File: config.mk
export PLATFORM = sky130hd
export DESIGN_NAME = mio_regbank
export DESIGN_NICKNAME = d
export VERILOG_FILES = /design/src/rtl/mio_pkg.sv /design/src/rtl/mio_port_decode.sv /design/src/rtl/mio_flag_ctrl.sv /design/src/rtl/mio_regbank.sv
export SDC_FILE = /design/constraint.sdc
export NUM_CORES = 1
export LEC_CHECK = 0
export CORE_MARGIN = 10
export CORE_UTILIZATION = 30
export DETAILED_ROUTE_END_ITERATION = 12
export PLACE_DENSITY = 0.63
export SLEW_MARGIN = 20
export SYNTH_ARGS = -nofsm -noshare
export SYNTH_HDL_FRONTEND = slang
export SYNTH_SLANG_ARGS = --single-unit
File: constraint.sdc
create_clock -name clk -period 1.4 [get_ports clk]
set_input_delay 0.28 -clock clk [delete_from_list [all_inputs] [get_ports clk]]
set_output_delay 0.28 -clock clk [all_outputs]
set_load 0.1 [all_outputs]
File: src/rtl/mio_pkg.sv
package mio_pkg;
  // port codes within the low three bits of the port number
  localparam int PORT_DATA_BASE = 4;
  localparam int PORT_CMD       = 7;
  // command byte bits
  localparam int CMD_WR_BIT = 1;
  localparam int CMD_RD_BIT = 0;
  // status byte bits
  localparam int ST_WRX_BIT = 2;
  localparam int ST_RDX_BIT = 1;
  localparam int ST_RDD_BIT = 0;

  function automatic logic [7:0] status_pack(input logic wrx, input logic rdx,
                                             input logic rdd);
    logic [7:0] s;
    s = '0;
    s[ST_WRX_BIT] = wrx;
    s[ST_RDX_BIT] = rdx;
    s[ST_RDD_BIT] = rdd;
    return s;
  endfunction

  function automatic logic port_is_local(input logic [7:0] pid);
    return ~pid[3];
  endfunction
endpackage

File: src/rtl/mio_port_decode.sv
module mio_port_decode
  import mio_pkg::*;
#(
  parameter int ADDR_BYTES = 3,
  parameter int DATA_BYTES = 2
) (
  input  logic [7:0]            port_id,
  input  logic                  wr_strobe,
  output logic [ADDR_BYTES-1:0] addr_we,
  output logic [DATA_BYTES-1:0] data_we,
  output logic [DATA_BYTES-1:0] data_rsel,
  output logic                  cmd_we,
  output logic                  stat_rsel
);
  logic       hit;
  logic [2:0] sub;

  assign hit = port_is_local(port_id);
  assign sub = port_id[2:0];

  for (genvar g = 0; g < ADDR_BYTES; g++) begin : g_addr
    assign addr_we[g] = wr_strobe & hit & (sub == 3'(g));
  end

  for (genvar g = 0; g < DATA_BYTES; g++) begin : g_data
    assign data_rsel[g] = hit & (sub == 3'(PORT_DATA_BASE + g));
    assign data_we[g]   = wr_strobe & data_rsel[g];
  end

  assign stat_rsel = hit & (sub == 3'(PORT_CMD));
  assign cmd_we    = wr_strobe & stat_rsel;
endmodule

File: src/rtl/mio_flag_ctrl.sv
module mio_flag_ctrl (
  input  logic clk,
  input  logic rst_n,
  input  logic cmd_we,
  input  logic cmd_wr,
  input  logic cmd_rd,
  input  logic addr_touch,
  input  logic op_begun,
  input  logic rd_valid,
  output logic wrx,
  output logic rdx,
  output logic rdd,
  output logic mem_req,
  output logic mem_we,
  output logic rd_ret
);
  logic wrx_q, rdx_q, rdd_q, launched_q;
  logic wr_cmd, rd_cmd, begun_wr, begun_rd;

  // named internal events
  assign wr_cmd   = cmd_we & cmd_wr & ~wrx_q;
  assign rd_cmd   = cmd_we & cmd_rd & ~rdx_q;
  assign begun_wr = op_begun & wrx_q;
  assign begun_rd = op_begun & ~wrx_q & rdx_q & ~launched_q;
  assign rd_ret   = rd_valid & launched_q;

  assign mem_req = wrx_q | (rdx_q & ~launched_q);
  assign mem_we  = wrx_q;
  assign wrx = wrx_q;
  assign rdx = rdx_q;
  assign rdd = rdd_q;

  always_ff @(posedge clk) begin
    if (!rst_n) begin
      wrx_q      <= 1'b0;
      rdx_q      <= 1'b0;
      rdd_q      <= 1'b0;
      launched_q <= 1'b0;
    end else begin
      if (wr_cmd)        wrx_q <= 1'b1;
      else if (begun_wr) wrx_q <= 1'b0;

      if (rd_cmd)      rdx_q <= 1'b1;
      else if (rd_ret) rdx_q <= 1'b0;

      if (begun_rd)    launched_q <= 1'b1;
      else if (rd_ret) launched_q <= 1'b0;

      if (rd_ret)          rdd_q <= 1'b1;
      else if (addr_touch) rdd_q <= 1'b0;
    end
  end


  wrx_set_chk: assert property (@(posedge clk) disable iff (!rst_n)
    $rose(wrx_q) |-> $past(cmd_we && cmd_wr));

  wrx_hold_chk: assert property (@(posedge clk) disable iff (!rst_n)
    (wrx_q && !op_begun) |=> wrx_q);

  launch_end_chk: assert property (@(posedge clk) disable iff (!rst_n)
    $fell(launched_q) |-> !rdx_q);

  rd_done_chk: assert property (@(posedge clk) disable iff (!rst_n)
    rd_ret |=> (rdd_q && !rdx_q));

  rdd_clr_chk: assert property (@(posedge clk) disable iff (!rst_n)
    (addr_touch && !rd_ret) |=> !rdd_q);

  wr_first_chk: assert property (@(posedge clk) disable iff (!rst_n)
    (wrx_q && rdx_q && !launched_q && op_begun) |=> (!wrx_q && rdx_q && mem_req));
endmodule

File: src/rtl/mio_regbank.sv
module mio_regbank
  import mio_pkg::*;
#(
  parameter int ADDR_BYTES = 3,
  parameter int DATA_BYTES = 2
) (
  input  logic                      clk,
  input  logic                      rst_n,
  input  logic [7:0]                port_id,
  input  logic [7:0]                out_port,
  input  logic                      wr_strobe,
  output logic [7:0]                in_port,
  output logic                      mem_req,
  output logic                      mem_we,
  output logic [ADDR_BYTES*8-1:0]   mem_addr,
  output logic [DATA_BYTES*8-1:0]   mem_wdata,
  input  logic                      mem_op_begun,
  input  logic                      mem_rd_valid,
  input  logic [DATA_BYTES*8-1:0]   mem_rdata
);
  localparam int ADDR_W = ADDR_BYTES * 8;
  localparam int DATA_W = DATA_BYTES * 8;

  logic [ADDR_BYTES-1:0]      addr_we;
  logic [DATA_BYTES-1:0]      data_we, data_rsel;
  logic                       cmd_we, stat_rsel, addr_touch;
  logic                       wrx, rdx, rdd, rd_ret;
  logic [ADDR_BYTES-1:0][7:0] addr_q;
  logic [DATA_BYTES-1:0][7:0] data_q;

  mio_port_decode #(.ADDR_BYTES(ADDR_BYTES), .DATA_BYTES(DATA_BYTES)) u_dec (
    .port_id   (port_id),
    .wr_strobe (wr_strobe),
    .addr_we   (addr_we),
    .data_we   (data_we),
    .data_rsel (data_rsel),
    .cmd_we    (cmd_we),
    .stat_rsel (stat_rsel)
  );

  assign addr_touch = |addr_we;

  mio_flag_ctrl u_flags (
    .clk        (clk),
    .rst_n      (rst_n),
    .cmd_we     (cmd_we),
    .cmd_wr     (out_port[CMD_WR_BIT]),
    .cmd_rd     (out_port[CMD_RD_BIT]),
    .addr_touch (addr_touch),
    .op_begun   (mem_op_begun),
    .rd_valid   (mem_rd_valid),
    .wrx        (wrx),
    .rdx        (rdx),
    .rdd        (rdd),
    .mem_req    (mem_req),
    .mem_we     (mem_we),
    .rd_ret     (rd_ret)
  );

  for (genvar g = 0; g < ADDR_BYTES; g++) begin : g_areg
    always_ff @(posedge clk) begin
      if (!rst_n)          addr_q[g] <= '0;
      else if (addr_we[g]) addr_q[g] <= out_port;
    end
  end

  for (genvar g = 0; g < DATA_BYTES; g++) begin : g_dreg
    always_ff @(posedge clk) begin
      if (!rst_n)          data_q[g] <= '0;
      else if (rd_ret)     data_q[g] <= mem_rdata[g*8 +: 8];
      else if (data_we[g]) data_q[g] <= out_port;
    end
  end

  assign mem_addr  = ADDR_W'(addr_q);
  assign mem_wdata = DATA_W'(data_q);

  always_comb begin
    in_port = '0;
    for (int i = 0; i < DATA_BYTES; i++)
      if (data_rsel[i]) in_port = data_q[i];
    if (stat_rsel) in_port = status_pack(wrx, rdx, rdd);
  end


  rd_load_chk: assert property (@(posedge clk) disable iff (!rst_n)
    rd_ret |=> (mem_wdata == $past(mem_rdata)));

  addr_take_chk: assert property (@(posedge clk) disable iff (!rst_n)
    addr_we[0] |=> (mem_addr[7:0] == $past(out_port)));
endmodule

==> flow_summary.json <==
{
  "io-pin-count": 87,
  "die_area_mm2": 0.0112,
  "pre_antenna_drt_iters": 4,
  "finalSetupViolations": 8,
  "static_leakage_nw": 1.49,
  "grt_pass1_vias": 2405,
  "finalWorstSetupSlack_ns": -0.104,
  "timing.critical_path.arrival_ns": 1.22,
  "grt_usage_pct": 14.2,
  "via_per_instance_ratio": 5.07,
  "worst_r2r_end": "u_flags.rdx$_SDFFE_PN0P_",
  "startpoint_type": "flip-flop",
  "yosys_warnings": 0,
  "synth_area_mm2": 0.00220,
  "syn_area_per_cell_um2": 8.56,
  "critical_path_required_ns": 1.12,
  "area_growth_syn_to_layout_pct": 88.6,
  "violated_checks": "negative setup slack",
  "final-instance-count-excl-fill": 462,
  "peakVddDrop_mv": 0.283,
  "initial_core_util_pct": 30.7,
  "dp_hpwl_um": 5860,
  "maxClockFrequency_mhz": 665,
  "grt_start_max_net_pins": 45,
  "synth_cell_types": 31,
  "worstSetupPathType": "flip-flop to output port",
  "postSynthRegisterBits": 44,
  "tightestPinTransition_ns": 0.566,
  "finalWorstPathRequiredPeriod_ns": 1.50,
  "core.rowCount": 31,
  "wl_per_cell_um": 17.6,
  "synth_nets": 294,
  "routed-via-count": 2342,
  "worst_hold_path.endpoint": "u_flags.rdd$_SDFFE_PN0P_",
  "clock_latency_ns": 0.29,
  "run_status": "finished with violations",
  "finalHoldViolCount": 0,
  "drv_slew": 0,
  "clk_path_buf_depth": 2,
  "max-cap-violations": 0,
  "port_buffers": 82,
  "first_iter_violations": 83,
  "post-route-drc-count": 0,
  "gpl.final_weighted_congestion": 0.820,
  "synth-seq-area-share_pct": 40.0,
  "antenna_violating_nets_post_route": 0,
  "finish.net_count": 399,
  "critical_register_to_register_path_startpoint": "u_flags.rdx$_SDFFE_PN0P_",
  "rr_worst_depth": 2,
  "worstPathMaxFanout": 2,
  "core_mm2": 0.00718,
  "postCtsHoldBufs": 0,
  "antenna_found_initial": 0,
  "die_h_um": 106,
  "worstSetupEndpointType": "output port",
  "layout_cell_share_with_drive_strength_beyond_1_pct": 41.0,
  "global_route_wire_length_before_repair_um": 12900,
  "filler_cell_count": 628,
  "cts_root_buf": "clkbuf_8",
  "tritoncts": "yes",
  "number_of_clock_sinks": 44,
  "clk_transition_reported_paths_ns": 0.08,
  "hold_slack_ns": 0.483,
  "diodes": 0,
  "routed_wl_um": 8120,
  "die_width_um": 106,
  "dp.cells": 445,
  "total_power_w": 0.00265,
  "cellPowerDensity_mw_per_mm2": 638,
  "min_from": "port_id[3]",
  "rsz_0062_raised_after_global_routing": "yes",
  "fin_worst_skew_ns": 0.00261,
  "cts-htree-levels": 2,
  "final.period_utilization_pct": 107,
  "ff2ff_setup_slack_ns": 0.33,
  "grt_overflow_total": 0,
  "postSynthCellCount": 257,
  "cts-buffers-inserted": 5,
  "whs_path_depth": 3,
  "hp-class": "input port to flip-flop",
  "relSlewSlack_pct": 62.3
}
[logic make-up after synthesis]
logic type,share of synthesized area (%)
simple gates,20.0
flops,40.0
mux,3.64
compound gates,30.1
buf+inv,6.20
[cell type report]
| cell class | instances | area (µm²) | share of cell area, % |
|---|---|---|---|
| sequential | 44 | 945 | 22.8 |
| clock buffer | 7 | 76.3 | 1.84 |
| multi-input combinational | 190 | 1360 | 32.7 |
| timing repair buffer | 119 | 1630 | 39.4 |
| inverter | 2 | 7.51 | 0.181 |
| tap | 99 | 124 | 2.99 |
| clock inverter | 1 | 5.00 | 0.121 |
[placed cells by master, fill, tap and decap left out, types with 3 or more instances in the layout]
| cell | n |
|---|---|
| buf_12 | 53 |
| o21ai_0 | 32 |
| buf_4 | 29 |
| clkdlybuf4s50_1 | 27 |
| dfxtp_1 | 27 |
| nand3_1 | 24 |
| a21boi_1 | 24 |
| nand2_1 | 19 |
| dfxtp_4 | 17 |
| o21ai_1 | 16 |
| a31oi_1 | 16 |
| and3b_1 | 9 |
| nor2_4 | 8 |
| o21ai_2 | 8 |
| mux2i_4 | 5 |
| clkbuf_8 | 5 |
| buf_6 | 5 |
| buf_2 | 4 |
| a2bb2oi_2 | 3 |
[Yosys cell counts, drive strengths merged]
master	count	share of area (%)
mux2i	8	3.6
or3b	1	0.51
dfxtp	44	40
a21boi	26	8.9
nor4bb	1	0.46
nand3	24	5.5
or2	2	0.57
nand2b	3	0.97
nor2b	2	0.57
and2	1	0.28
inv	2	0.34
nand2	19	3.2
o21ai	56	14
nor2	10	1.7
a21o	1	0.34
or4b	1	0.46
o41ai	1	0.40
nor4b	1	0.40
a31oi	16	4.6
a2bb2oi	3	1.2
o21a	2	0.68
and3b	9	3.6
nor3b	1	0.85
buf	12	4.2
nand3b	1	0.91
clkbuf	10	1.7
[per-stage QoR]
stage | worst slack, ns | utilization, % | instance area (µm²) | TNS (ns)
2_1_floorplan | -0.195 | - | 2330 | -1.08
3_3_place_gp | -0.491 | 54.2 | 3890 | -20.90
3_5_place_dp | -0.510 | 54.2 | 3890 | -22.17
4_1_cts | -0.151 | 57.4 | 4120 | -0.484
5_1_grt | -0.133 | 57.8 | 4150 | -0.626
6_report | -0.104 | 57.8 | 4150 | -0.404
[flip-flops by register name, indices dropped and copies added (netlist names)]
name and flops:
u_flags.launched_q 1, u_flags.rdd 1, mem_wdata 16, u_flags.rdx 1, u_flags.mem_we 1, mem_addr 24
[per-layer routing]
metal | GRT usage (%) | part of all wire, % | vias up
li1 | - | - | 1145
met1 | 17.2 | 44 | 1129
met2 | 23.6 | 48 | 62
met3 | 4.57 | 6.9 | 6
met4 | 3.77 | 0.73 | 0
met5 | 0 | 0 | -
[how the worst max path moves through the flow]
stage | from | to | slack (ns) | cells after the start
after CTS | mem_wdata[2]$_SDFFE_PN0P_ | in_port[2] | -0.15 | 4
after floorplan | mem_wdata[10]$_SDFFE_PN0P_ | in_port[2] | -0.20 | 3
after global routing | mem_wdata[8]$_SDFFE_PN0P_ | in_port[0] | -0.13 | 4
final | mem_wdata[2]$_SDFFE_PN0P_ | in_port[2] | -0.10 | 4
after detailed placement | port_id[0] | in_port[5] | -0.51 | 6
after global placement | port_id[0] | in_port[6] | -0.49 | 6
[repair_timing]
item,4_1_cts,5_1_grt
setup endpoints to repair,50,20
resized for setup,40,4
setup buffers,5,2
pin swaps,12,6
gates cloned,2,0
[critical path, cell delays in order, from the launching register on]
cell and delay [ns]:
dfxtp_4 0.36, mux2i_2 0.15, a2bb2oi_2 0.20, nor2_4 0.05, buf_12 0.16
[power breakdown]
group	total [W]	switching, W	internal, W
Combinational	0.000612	0.000334	0.000279
Sequential	0.00126	0.0000215	0.00124
Clock	0.000774	0.000423	0.000351
Total	0.00265	0.000778	0.00187
Note: power is estimated with default switching activity, not from simulation.
